$ cat config.mk
export PLATFORM = sky130hd
export DESIGN_NAME = sat_alu
export DESIGN_NICKNAME = d
export VERILOG_FILES = /design/src/rtl/sat_alu_pkg.sv /design/src/rtl/sat_addsub.sv /design/src/rtl/sat_clamp.sv /design/src/rtl/sat_sticky.sv /design/src/rtl/sat_alu.sv
export SDC_FILE = /design/constraint.sdc
export NUM_CORES = 1
export LEC_CHECK = 0
export ABC_AREA = 1
export BUFFER_PORTS_ARGS = -buffer_cell sky130_fd_sc_hd__buf_4
export CAP_MARGIN = 20
export CORE_MARGIN = 2
export CORE_UTILIZATION = 47
export CTS_CLUSTER_SIZE = 25
export DETAILED_ROUTE_END_ITERATION = 7
export PLACE_DENSITY = 0.63
export SLEW_MARGIN = 20
export SYNTH_ARGS = -nofsm -noshare
export SYNTH_HDL_FRONTEND = slang
export SYNTH_SLANG_ARGS = --single-unit
$ cat constraint.sdc
create_clock -name clk -period 7.6 [get_ports clk]
set_input_delay 1.9 -clock clk [delete_from_list [all_inputs] [get_ports clk]]
set_output_delay 1.9 -clock clk [all_outputs]
set_load 0.005 [all_outputs]
$ cat src/rtl/sat_alu_pkg.sv
package sat_alu_pkg;

  localparam int OP_W = 4;

  typedef enum logic [OP_W-1:0] {
    OP_SADD   = 4'd0,
    OP_SSUB   = 4'd1,
    OP_QADD   = 4'd2,
    OP_SDBL   = 4'd3,
    OP_UADD   = 4'd4,
    OP_USUB   = 4'd5,
    OP_SCLP   = 4'd6,
    OP_UCLP   = 4'd7,
    OP_SCLP2  = 4'd8,
    OP_UCLP2  = 4'd9
  } sat_op_e;

endpackage

$ cat src/rtl/sat_addsub.sv
module sat_addsub
  import sat_alu_pkg::*;
#(
  parameter int W = 32
) (
  input  logic [OP_W-1:0] op,
  input  logic [W-1:0]    a,
  input  logic [W-1:0]    b,
  output logic [W-1:0]    res,
  output logic            evt
);

  localparam logic [W-1:0] SMAX = {1'b0, {(W-1){1'b1}}};
  localparam logic [W-1:0] SMIN = {1'b1, {(W-1){1'b0}}};

  // Rail chosen by the sign of operand A.
  function automatic logic [W-1:0] rail(input logic a_neg);
    return a_neg ? SMIN : SMAX;
  endfunction

  // Signed overflow: result sign left A's sign while operand signs relate as the op requires.
  function automatic logic sovf(input logic a_msb, input logic b_msb,
                                input logic r_msb, input logic is_sub);
    return (r_msb != a_msb) && ((a_msb != b_msb) == is_sub);
  endfunction

  // Doubling limits: at or above quarter-range positive, at or below quarter-range negative.
  function automatic logic dbl_hi(input logic [W-1:0] v);
    return !v[W-1] && v[W-2];
  endfunction

  function automatic logic dbl_lo(input logic [W-1:0] v);
    return v[W-1] && (!v[W-2] || (v[W-3:0] == '0));
  endfunction

  logic [W-1:0] sum_w, dif_w;
  logic [W:0]   usum, udif;
  logic         add_ovf, sub_ovf;

  assign sum_w   = a + b;
  assign dif_w   = a - b;
  assign usum    = {1'b0, a} + {1'b0, b};
  assign udif    = {1'b0, a} - {1'b0, b};
  assign add_ovf = sovf(a[W-1], b[W-1], sum_w[W-1], 1'b0);
  assign sub_ovf = sovf(a[W-1], b[W-1], dif_w[W-1], 1'b1);

  always_comb begin
    res = '0;
    evt = 1'b0;
    case (op)
      OP_SADD: begin
        res = add_ovf ? rail(a[W-1]) : sum_w;
        evt = add_ovf;
      end
      OP_SSUB: begin
        res = sub_ovf ? rail(a[W-1]) : dif_w;
        evt = sub_ovf;
      end
      OP_QADD: begin
        res = sum_w;
        evt = add_ovf;
      end
      OP_SDBL: begin
        if (dbl_hi(a)) begin
          res = SMAX;
          evt = 1'b1;
        end else if (dbl_lo(a)) begin
          res = SMIN;
          evt = 1'b1;
        end else begin
          res = {a[W-2:0], 1'b0};
        end
      end
      OP_UADD: begin
        res = usum[W] ? '1 : usum[W-1:0];
        evt = usum[W];
      end
      OP_USUB: begin
        res = udif[W] ? '0 : udif[W-1:0];
        evt = udif[W];
      end
      default: begin
        res = '0;
        evt = 1'b0;
      end
    endcase
  end

endmodule

$ cat src/rtl/sat_clamp.sv
module sat_clamp #(
  parameter int IN_W  = 32,
  parameter int POS_W = 5
) (
  input  logic [IN_W-1:0]  val,
  input  logic [POS_W-1:0] pos,
  input  logic             uns,
  output logic [IN_W-1:0]  res,
  output logic             evt
);

  // Low-bit mask of width pos; all ones once pos reaches the lane width.
  function automatic logic [IN_W-1:0] low_mask(input logic [POS_W-1:0] p);
    return ~({IN_W{1'b1}} << p);
  endfunction

  logic [IN_W-1:0] top;
  logic [IN_W-1:0] mask;
  logic            neg, top_zero, top_ones;

  assign top      = IN_W'($signed(val) >>> pos);
  assign mask     = low_mask(pos);
  assign neg      = val[IN_W-1];
  assign top_zero = (top == '0);
  assign top_ones = (top == '1);

  always_comb begin
    res = val;
    evt = 1'b0;
    if (uns) begin
      if (neg) begin
        res = '0;
        evt = 1'b1;
      end else if (!top_zero) begin
        res = mask;
        evt = 1'b1;
      end
    end else begin
      if (!neg && !top_zero) begin
        res = mask;
        evt = 1'b1;
      end else if (neg && !top_ones) begin
        res = ~mask;
        evt = 1'b1;
      end
    end
  end

endmodule

$ cat src/rtl/sat_sticky.sv
module sat_sticky (
  input  logic clk,
  input  logic rst_n,
  input  logic clr,
  input  logic wr,
  input  logic wdata,
  input  logic set,
  output logic q
);

  always_ff @(posedge clk or negedge rst_n) begin
    if (!rst_n)    q <= 1'b0;
    else if (clr)  q <= 1'b0;
    else if (wr)   q <= wdata;
    else if (set)  q <= 1'b1;
  end

endmodule

$ cat src/rtl/sat_alu.sv
module sat_alu
  import sat_alu_pkg::*;
#(
  parameter int DATA_W = 32,
  parameter int LANE_W = 16,
  parameter int POS_W  = 5
) (
  input  logic              clk,
  input  logic              rst_n,
  input  logic              en,
  input  logic [3:0]        op,
  input  logic [DATA_W-1:0] a,
  input  logic [DATA_W-1:0] b,
  input  logic [POS_W-1:0]  pos,
  input  logic              q_clr,
  input  logic              q_wr,
  input  logic              q_wdata,
  output logic [DATA_W-1:0] result,
  output logic              q_flag
);

  localparam int NLANES = DATA_W / LANE_W;

  sat_op_e           op_e;
  logic [DATA_W-1:0] res_arith, res_full, res_lane;
  logic              evt_arith, evt_full;
  logic [NLANES-1:0] evt_lane;
  logic              is_uns, is_full, is_lane;
  logic              sat_evt;

  assign op_e    = sat_op_e'(op);
  assign is_uns  = (op_e == OP_UCLP) || (op_e == OP_UCLP2);
  assign is_full = (op_e == OP_SCLP) || (op_e == OP_UCLP);
  assign is_lane = (op_e == OP_SCLP2) || (op_e == OP_UCLP2);

  sat_addsub #(.W(DATA_W)) u_addsub (
    .op  (op),
    .a   (a),
    .b   (b),
    .res (res_arith),
    .evt (evt_arith)
  );

  sat_clamp #(.IN_W(DATA_W), .POS_W(POS_W)) u_clamp_full (
    .val (a),
    .pos (pos),
    .uns (is_uns),
    .res (res_full),
    .evt (evt_full)
  );

  for (genvar g = 0; g < NLANES; g++) begin : g_lane
    sat_clamp #(.IN_W(LANE_W), .POS_W(POS_W)) u_clamp_lane (
      .val (a[g*LANE_W +: LANE_W]),
      .pos (pos),
      .uns (is_uns),
      .res (res_lane[g*LANE_W +: LANE_W]),
      .evt (evt_lane[g])
    );
  end

  always_comb begin
    if (is_full)      result = res_full;
    else if (is_lane) result = res_lane;
    else              result = res_arith;
  end

  assign sat_evt = is_full ? evt_full : (is_lane ? (|evt_lane) : evt_arith);

  sat_sticky u_sticky (
    .clk   (clk),
    .rst_n (rst_n),
    .clr   (q_clr),
    .wr    (q_wr),
    .wdata (q_wdata),
    .set   (en && sat_evt),
    .q     (q_flag)
  );

endmodule

==> summary.md, run 1 <==
| Metric | Value |
|---|---|
| Status | `finished, violations left` |
| Failing checks | `design-rule violations` |
| Post-synthesis average cell area | `4.71 um^2` |
| Worst EP required | `5.70 ns` |
| Total grt overflow | `0` |
| Die Wd | `159 um` |
| Post-Syn Nets | `2553` |
| Num rows | `56` |
| Static Leakage | `7.10 nW` |
| DP HPWL | `45900 um` |
| Worst skew pair latency | `0 ns` |
| Final Non-Filler Cells | `2809` |
| Clock Skew | `0 ns` |
| Cell Area, Placed | `0.0126 mm^2` |
| Die Y | `159 um` |
| Sequential area share after synthesis | `0.221%` |
| Postcts setup bufs | `0` |
| GRT Total Usage | `44.0%` |
| DR iter-0 viols | `2949` |
| Clock transition at path regs | `0 ns` |
| Sw power | `0.722 mW` |
| GR peak layer | `met2` |
| Main combinational cell family by area after synthesis | `simple AND/OR/NAND/NOR gates` |
| Startpoint Class | `primary input` |
| Synth Area in Simple Gates | `56.0%` |
| Vias/cell | `6.01` |
| Met1 Use GR | `61.2%` |
| Worst min path class | `reg2reg` |
| Post-synthesis adder-cell area fraction | `7.59%` |
| Syn Inst Count | `2407` |
| Syn-to-layout area delta | `11.5%` |
| Min Tclk post-route | `7.49 ns` |
| Slowest stage delay, CP | `0.45 ns` |
| Via count | `16874` |
| Synth Area in XOR/XNOR | `2.86%` |
| Clock Power Share | `0%` |
| Final setup viols | `0` |
| Fraction of layout cells with a size suffix above 1 | `10.3%` |
| Comb pwr share | `99.4%` |
| Biggest register | `u_sticky.q` |
| Slew of the pin with the lowest slew margin | `0.903 ns` |
| Peak VDD IR | `63.7 uV` |
| ANT nets after route | `0` |
| CP max stage cell | `nand2_1` |
| Slew Limit Fails | `0` |
| Antenna Cells | `0` |
| Internal | `0.343 mW` |
| Global-route wire length before repair | `87900 um` |
| Crit Path Category | `in2out` |
| Worst rel slew slack | `39.7%` |
| # Max-Cap Violations | `0` |
| Tot Pwr | `1.07 mW` |
| Power density over the cells | `84.2 mW/mm^2` |
| Sequential power share | `0.6%` |
| Global routing usage on met2 | `64.4%` |
| IO Count | `112` |
| Arr. time, crit path | `5.59 ns` |
| Compound-Gate Fraction of Synth Area | `17.8%` |
| Synth Register Bits | `1` |
| Post-synth cell types | `47` |
| Ratio of final minimum period to clock period | `98.5%` |
| Final WL | `58200 um` |
| CP endpoint kind | `primary output` |
| Cells after DPL | `2809` |
| Syn. warnings | `0` |
| Remaining DRCs | `4` |
| Max FFs per register | `1` |
| Final #Nets | `2638` |
| Ys async rst share | `100%` |
| Core Box Area | `0.0236 mm^2` |
| Synthesized cell area | `0.0113 mm^2` |
| Drt first pass iters | `8` |
| Top_reg_cell synth | `dfrtp_1` |
| GRT met3 Usage | `8.83%` |
| Largest regs | `u_sticky.q: 1 flops` |
| CP most frequent cell | `nand2_1` |
| Multiplexer area fraction after synthesis | `0%` |
| Vias in the first global route | `15256` |
| Initial Utilization | `48.0%` |
| Pin count of the biggest net entering global routing | `43` |
| Hold Fails Final Rpt | `0` |
| Die area | `0.0254 mm^2` |
| Post-DR wirelength/cell | `20.7 um` |
| # fillers | `2669` |
| Sw Share | `67.8%` |
| EDFF count, synth | `0` |
| Routability cong. | `1.08` |
| Fmax | `0.134 GHz` |
| Initial antenna violation count | `1` |
| Final instance area | `0.0126 mm^2` |
| Number of hold buffers added after cts | `0` |
| CP max FO | `8` |
| Port Buffer Count | `111` |
| CP cell instances | `buf_4 -> ha_1 -> buf_4 -> nor2_1 -> inv_1 -> nor2_1 -> inv_1 -> nor3_1 -> nand2_1 -> nand2_2 -> nand2_1 -> nand3b_2 -> nand2_1 -> nand2_1 -> nand2_1 -> nand2_1 -> nor2_1 -> and3_1 -> nor2_1 -> buf_4` |
## layout make-up
type / instances / area (um^2) / share of cell area (%)
inverter: 303 / 1140 / 9.03
multi-input combinational: 1992 / 9620 / 76.1
sequential: 1 / 25.0 / 0.198
tap: 319 / 399 / 3.16
timing repair buffer: 194 / 1460 / 11.5
## layout by cell type (no fill, tap or decap), types with 3 or more instances in the layout
cell      synthesis  layout
inv_1           293     293
buf_4            15     193
a21oi_4           3       3
nor3_1           22      18
nand3_2           3       3
a31oi_1           4       4
nand3_1         296     296
o21bai_1          7       7
nor2_1          330     321
o21a_1            4       4
o211ai_1         25      25
nand3b_1          3       3
and2_1            6       6
o21ai_1           4       8
a21oi_2           1       3
fa_1              3       3
nor3_2            0       4
inv_2             8       8
a21boi_0          4       4
or2_2             5       5
ha_1             64      63
xor2_1           37      37
nand2_4           3       3
nor2_2            5      13
a21oi_1         120     118
o21ai_0         179     174
nor4_1            3       3
nand4_1          33      33
nand2_2           9      11
a21o_1            8       8
nand2_1         799     797
## worst max-delay path, delay by kind of cell
family	cells	cell delay (ns)
adders and majority gates	1	0.33
and+or+nand+nor	14	2.56
buffers and inverters	5	0.75
## power by group through the flow
| stage | registers (mW) | logic (mW) | clock network (mW) |
|---|---|---|---|
| 6_report | 0.00603 | 1.06 | 0 |
| 4_1_cts | 0.00603 | 1.00 | 0 |
| 5_1_grt | 0.00604 | 1.14 | 0 |
| 2_1_floorplan | 0.00608 | 0.621 | 0 |
| 3_5_place_dp | 0.00603 | 1.00 | 0 |
| 3_3_place_gp | 0.00603 | 0.995 | 0 |
## stage by stage
stage / hold slack (ns) / setup TNS [ns] / setup slack [ns] / util, %
floorplan: 0.539 / 0 / 0.584 / -
global placement: 0.535 / 0 / 0.116 / 53.3
detailed placement: 0.547 / -0.0596 / -0.0596 / 53.3
CTS: 0.547 / 0 / 0.0859 / 53.3
global route: 0.570 / -0.00454 / -0.00454 / 53.6
finish: 0.545 / 0 / 0.112 / 53.6
## what timing repair did
action	in CTS	in global routing
endpoints found under the hold margin	0	0
gates resized for setup	2	23
pin swaps	0	1
endpoints found under the setup margin	1	28
## cells in the mapped netlist (2+ instances only)
master    instances  area share (%)
or2_2             5            0.28
inv_1           293             9.7
o211ai_1         25             1.7
buf_2            46             2.0
o21ai_1           4            0.18
clkbuf_1         30            0.99
inv_4             2            0.11
o22ai_1           2            0.11
ha_1             64             7.1
o21bai_1          7            0.46
nand2_4           3            0.30
xor2_1           37             2.9
and2_1            6            0.33
nand2_2           9            0.50
nor3_1           22            0.97
inv_2             8            0.26
a21o_1            8            0.53
nand3_1         296              13
nand4_1          33             1.8
a21oi_1         120             5.3
nand2_1         799              26
fa_1              3            0.53
a21boi_0          4            0.26
a31oi_1           4            0.22
o21a_1            4            0.26
buf_6            13             1.3
buf_1             7            0.23
nand3_2           3            0.26
nor2_1          330              11
nor4_1            3            0.17
nor2_2            5            0.28
a21oi_4           3            0.43
nand3b_1          3            0.20
buf_4            15            0.99
o21ai_0         179             7.9
## kinds of logic (layout without fill, tap and decap cells)
logic type | after synthesis | count (layout)
xor gates and xnor gates | 37 | 37
and+or+nand+nor | 1522 | 1522
buffers and inverters | 414 | 497
DFF | 1 | 1
adders and majority gates | 67 | 67
AOI/OAI and AO/OA | 366 | 366
## routing by layer
layer / vias up / routed length [um]
met5: - / 13
met4: 2 / 3630
met3: 226 / 8310
met2: 1314 / 23000
met1: 7458 / 23200
li1: 7874 / -
## worst paths after layout
kind                                 start          to  slack, ns  cells past startpoint
worst min register to register  u_sticky.q  u_sticky.q       0.55                      2
worst max register to register  u_sticky.q  u_sticky.q       6.88                      2
min in group asynchronous            rst_n  u_sticky.q       1.68                      1
worst max-delay path                 a[13]  result[15]       0.11                     20
worst min-delay path            u_sticky.q  u_sticky.q       0.55                      2
max in group asynchronous            rst_n  u_sticky.q       5.84                      1
(Power assumes the default switching activity.)
==> inputs of run 2 (changes only) <==
Settings changed: CORE_ASPECT_RATIO from default to 1.4, CORE_UTILIZATION 47 to 57, PLACE_DENSITY 0.63 to 0.74.
==> summary.md, run 2 (synthesis results as in run 1) <==
| Metric | Value |
|---|---|
| Port Buffer Count | `111 (unchanged)` |
| Static Leakage | `7.04 nW (-0.74%)` |
| IO Count | `112 (unchanged)` |
| Startpoint Class | `primary input` |
| Failing checks | `design-rule violations` |
| Tot Pwr | `1.05 mW (-1.3%)` |
| Via count | `17214 (+2.0%)` |
| Ratio of final minimum period to clock period | `98.9% (+0.35 points)` |
| DR iter-0 viols | `2706 (-8.2%)` |
| Die Y | `171 um (+7.3%)` |
| Num rows | `61 (+8.9%)` |
| CP max stage cell | `fa_1` |
| Crit Path Category | `in2out` |
| Biggest register | `u_sticky.q` |
| Number of hold buffers added after cts | `0 (unchanged)` |
| Final setup viols | `0 (unchanged)` |
| Final WL | `56700 um (-2.5%)` |
| Die area | `0.0211 mm^2 (-17%)` |
| Setup ws final | `0.0851 ns (-0.0265 ns)` |
| Remaining DRCs | `2 (-2)` |
| Pre-CTS WS | `0.00245 ns (+0.0620 ns)` |
| Most frequent cells in the layout | `nand2_1 (799), nor2_1 (325), nand3_1 (294)` |
| ANT nets after route | `0 (unchanged)` |
| CP endpoint kind | `primary output` |
| Clock transition at path regs | `0 ns (unchanged)` |
| Status | `finished, violations left` |
| Vias/cell | `6.31 (+5.0%)` |
| GRT Total Usage | `52.6% (+8.5 points)` |
| Total grt overflow | `0 (unchanged)` |
| CP most frequent cell | `nand2_1` |
| Final #Nets | `2623 (-0.57%)` |
| DP HPWL | `43800 um (-4.7%)` |
| Slew Limit Fails | `0 (unchanged)` |
| Min Tclk post-route | `7.51 ns (+0.0265 ns)` |
| Worst EP required | `5.70 ns (about the same)` |
| Largest regs | `u_sticky.q: 1 flops` |
| CP max FO | `9 (+1)` |
| Vias in the first global route | `15590 (+2.2%)` |
| Post-DR wirelength/cell | `20.8 um (+0.43%)` |
| CP cell instances | `buf_4 -> ha_1 -> a21oi_1 -> nand2_1 -> a21oi_2 -> o21ai_2 -> nand2_1 -> o211ai_1 -> nand3_1 -> nand2_1 -> fa_1 -> nand3_1 -> inv_1 -> nor2_2 -> buf_4 -> nor2_1 -> inv_1 -> nand2_1 -> nor3b_1 -> nand2_1 -> a21oi_1 -> a21oi_1 -> buf_4` |
| Worst rel slew slack | `31.2% (-8.5 points)` |
| # Max-Cap Violations | `0 (unchanged)` |
| Most common cell after layout, fill and taps aside | `nand2_1` |
| Hold Fails Final Rpt | `0 (unchanged)` |
| Pin count of the biggest net entering global routing | `43 (unchanged)` |
| Slowest stage delay, CP | `0.50 ns (+0.05 ns)` |
| Fmax | `0.133 GHz (-0.35%)` |
| Core Box Area | `0.0197 mm^2 (-17%)` |
| Drt first pass iters | `8 (unchanged)` |
| Post-route setup TNS | `0 ns (unchanged)` |
| Max FFs per register | `1 (unchanged)` |
| Initial antenna violation count | `2 (+1)` |
| Die Wd | `123 um (-23%)` |
| Power density over the cells | `84.1 mW/mm^2 (-0.12%)` |
| Routability cong. | `1.16 (+7.6%)` |
| Global-route wire length before repair | `84800 um (-3.6%)` |
| Fraction of layout cells with a size suffix above 1 | `9.78% (-0.50 points)` |
| Slew of the pin with the lowest slew margin | `1.02 ns (+0.118 ns)` |
| Worst min path class | `reg2reg` |
| Arr. time, crit path | `5.61 ns (+0.02 ns)` |
| Worst skew pair latency | `0 ns (unchanged)` |
| Initial Utilization | `57.6% (+9.6 points)` |
| Syn-to-layout area delta | `10.1%` |
| Clock Skew | `0 ns (unchanged)` |
| Peak VDD IR | `60.6 uV (-4.8%)` |
run 2: layout make-up:
| cell class | count | area [um^2] |
|---|---|---|
| multi-input cells | 1992 | 9650 |
| repair buffers | 179 | 1360 |
| diodes | 1 | 2.50 |
| inverters | 303 | 1140 |
| flip-flops and latches | 1 | 25.0 |
| fillers | 2134 | 7200 |
| well taps | 252 | 315 |
run 2: per-stage QoR:
step	instances	util [%]	area, um^2	hold slack [ns]
final	2728	63.4	12500	0.603
after global routing	2728	63.4	12500	0.633
after CTS	2725	62.8	12400	0.601
after detailed placement	2725	62.8	12400	0.601
after global placement	2725	62.8	12400	0.536
after floorplan	2407	-	11300	0.539
run 2: worst paths after layout:
kind                             from    endpoint  slack, ns  cells after the start
setup reg to reg           u_sticky.q  u_sticky.q       6.86                      2
hold reg to reg            u_sticky.q  u_sticky.q       0.60                      2
min in group asynchronous       rst_n  u_sticky.q       1.68                      1
max in group asynchronous       rst_n  u_sticky.q       5.84                      1
hold / removal             u_sticky.q  u_sticky.q       0.60                      2
setup / recovery                 a[2]   result[3]       0.09                     23
run 2: timing repair:
action | 4_1_cts | 5_1_grt
buffers inserted | 0 | 2
endpoints found under the setup margin | 0 | 31
endpoints found under the hold margin | 0 | 0
gates resized for setup | 0 | 27
run 2: power by group:
group	internal [mW]	switching [mW]	total, mW
Sequential	0.00584	0.000257	0.00609
Clock	0.0000000298	0	0.0000000298
Combinational	0.332	0.713	1.04
Total	0.338	0.713	1.05
run 2: per-layer routing:
metal	wire, um	global-route usage [%]
met4	7060	49.6
met1	18100	54.9
met3	7180	18.4
met2	24300	80.5
met5	91	2.75
run 2: critical path: cells and delay by family:
| kind | cells | cell delay (ns) |
|---|---|---|
| and+or+nand+nor | 10 | 1.22 |
| adders and majority gates | 2 | 0.87 |
| AOI/OAI and AO/OA | 6 | 0.95 |
| buffers and inverters | 5 | 0.68 |
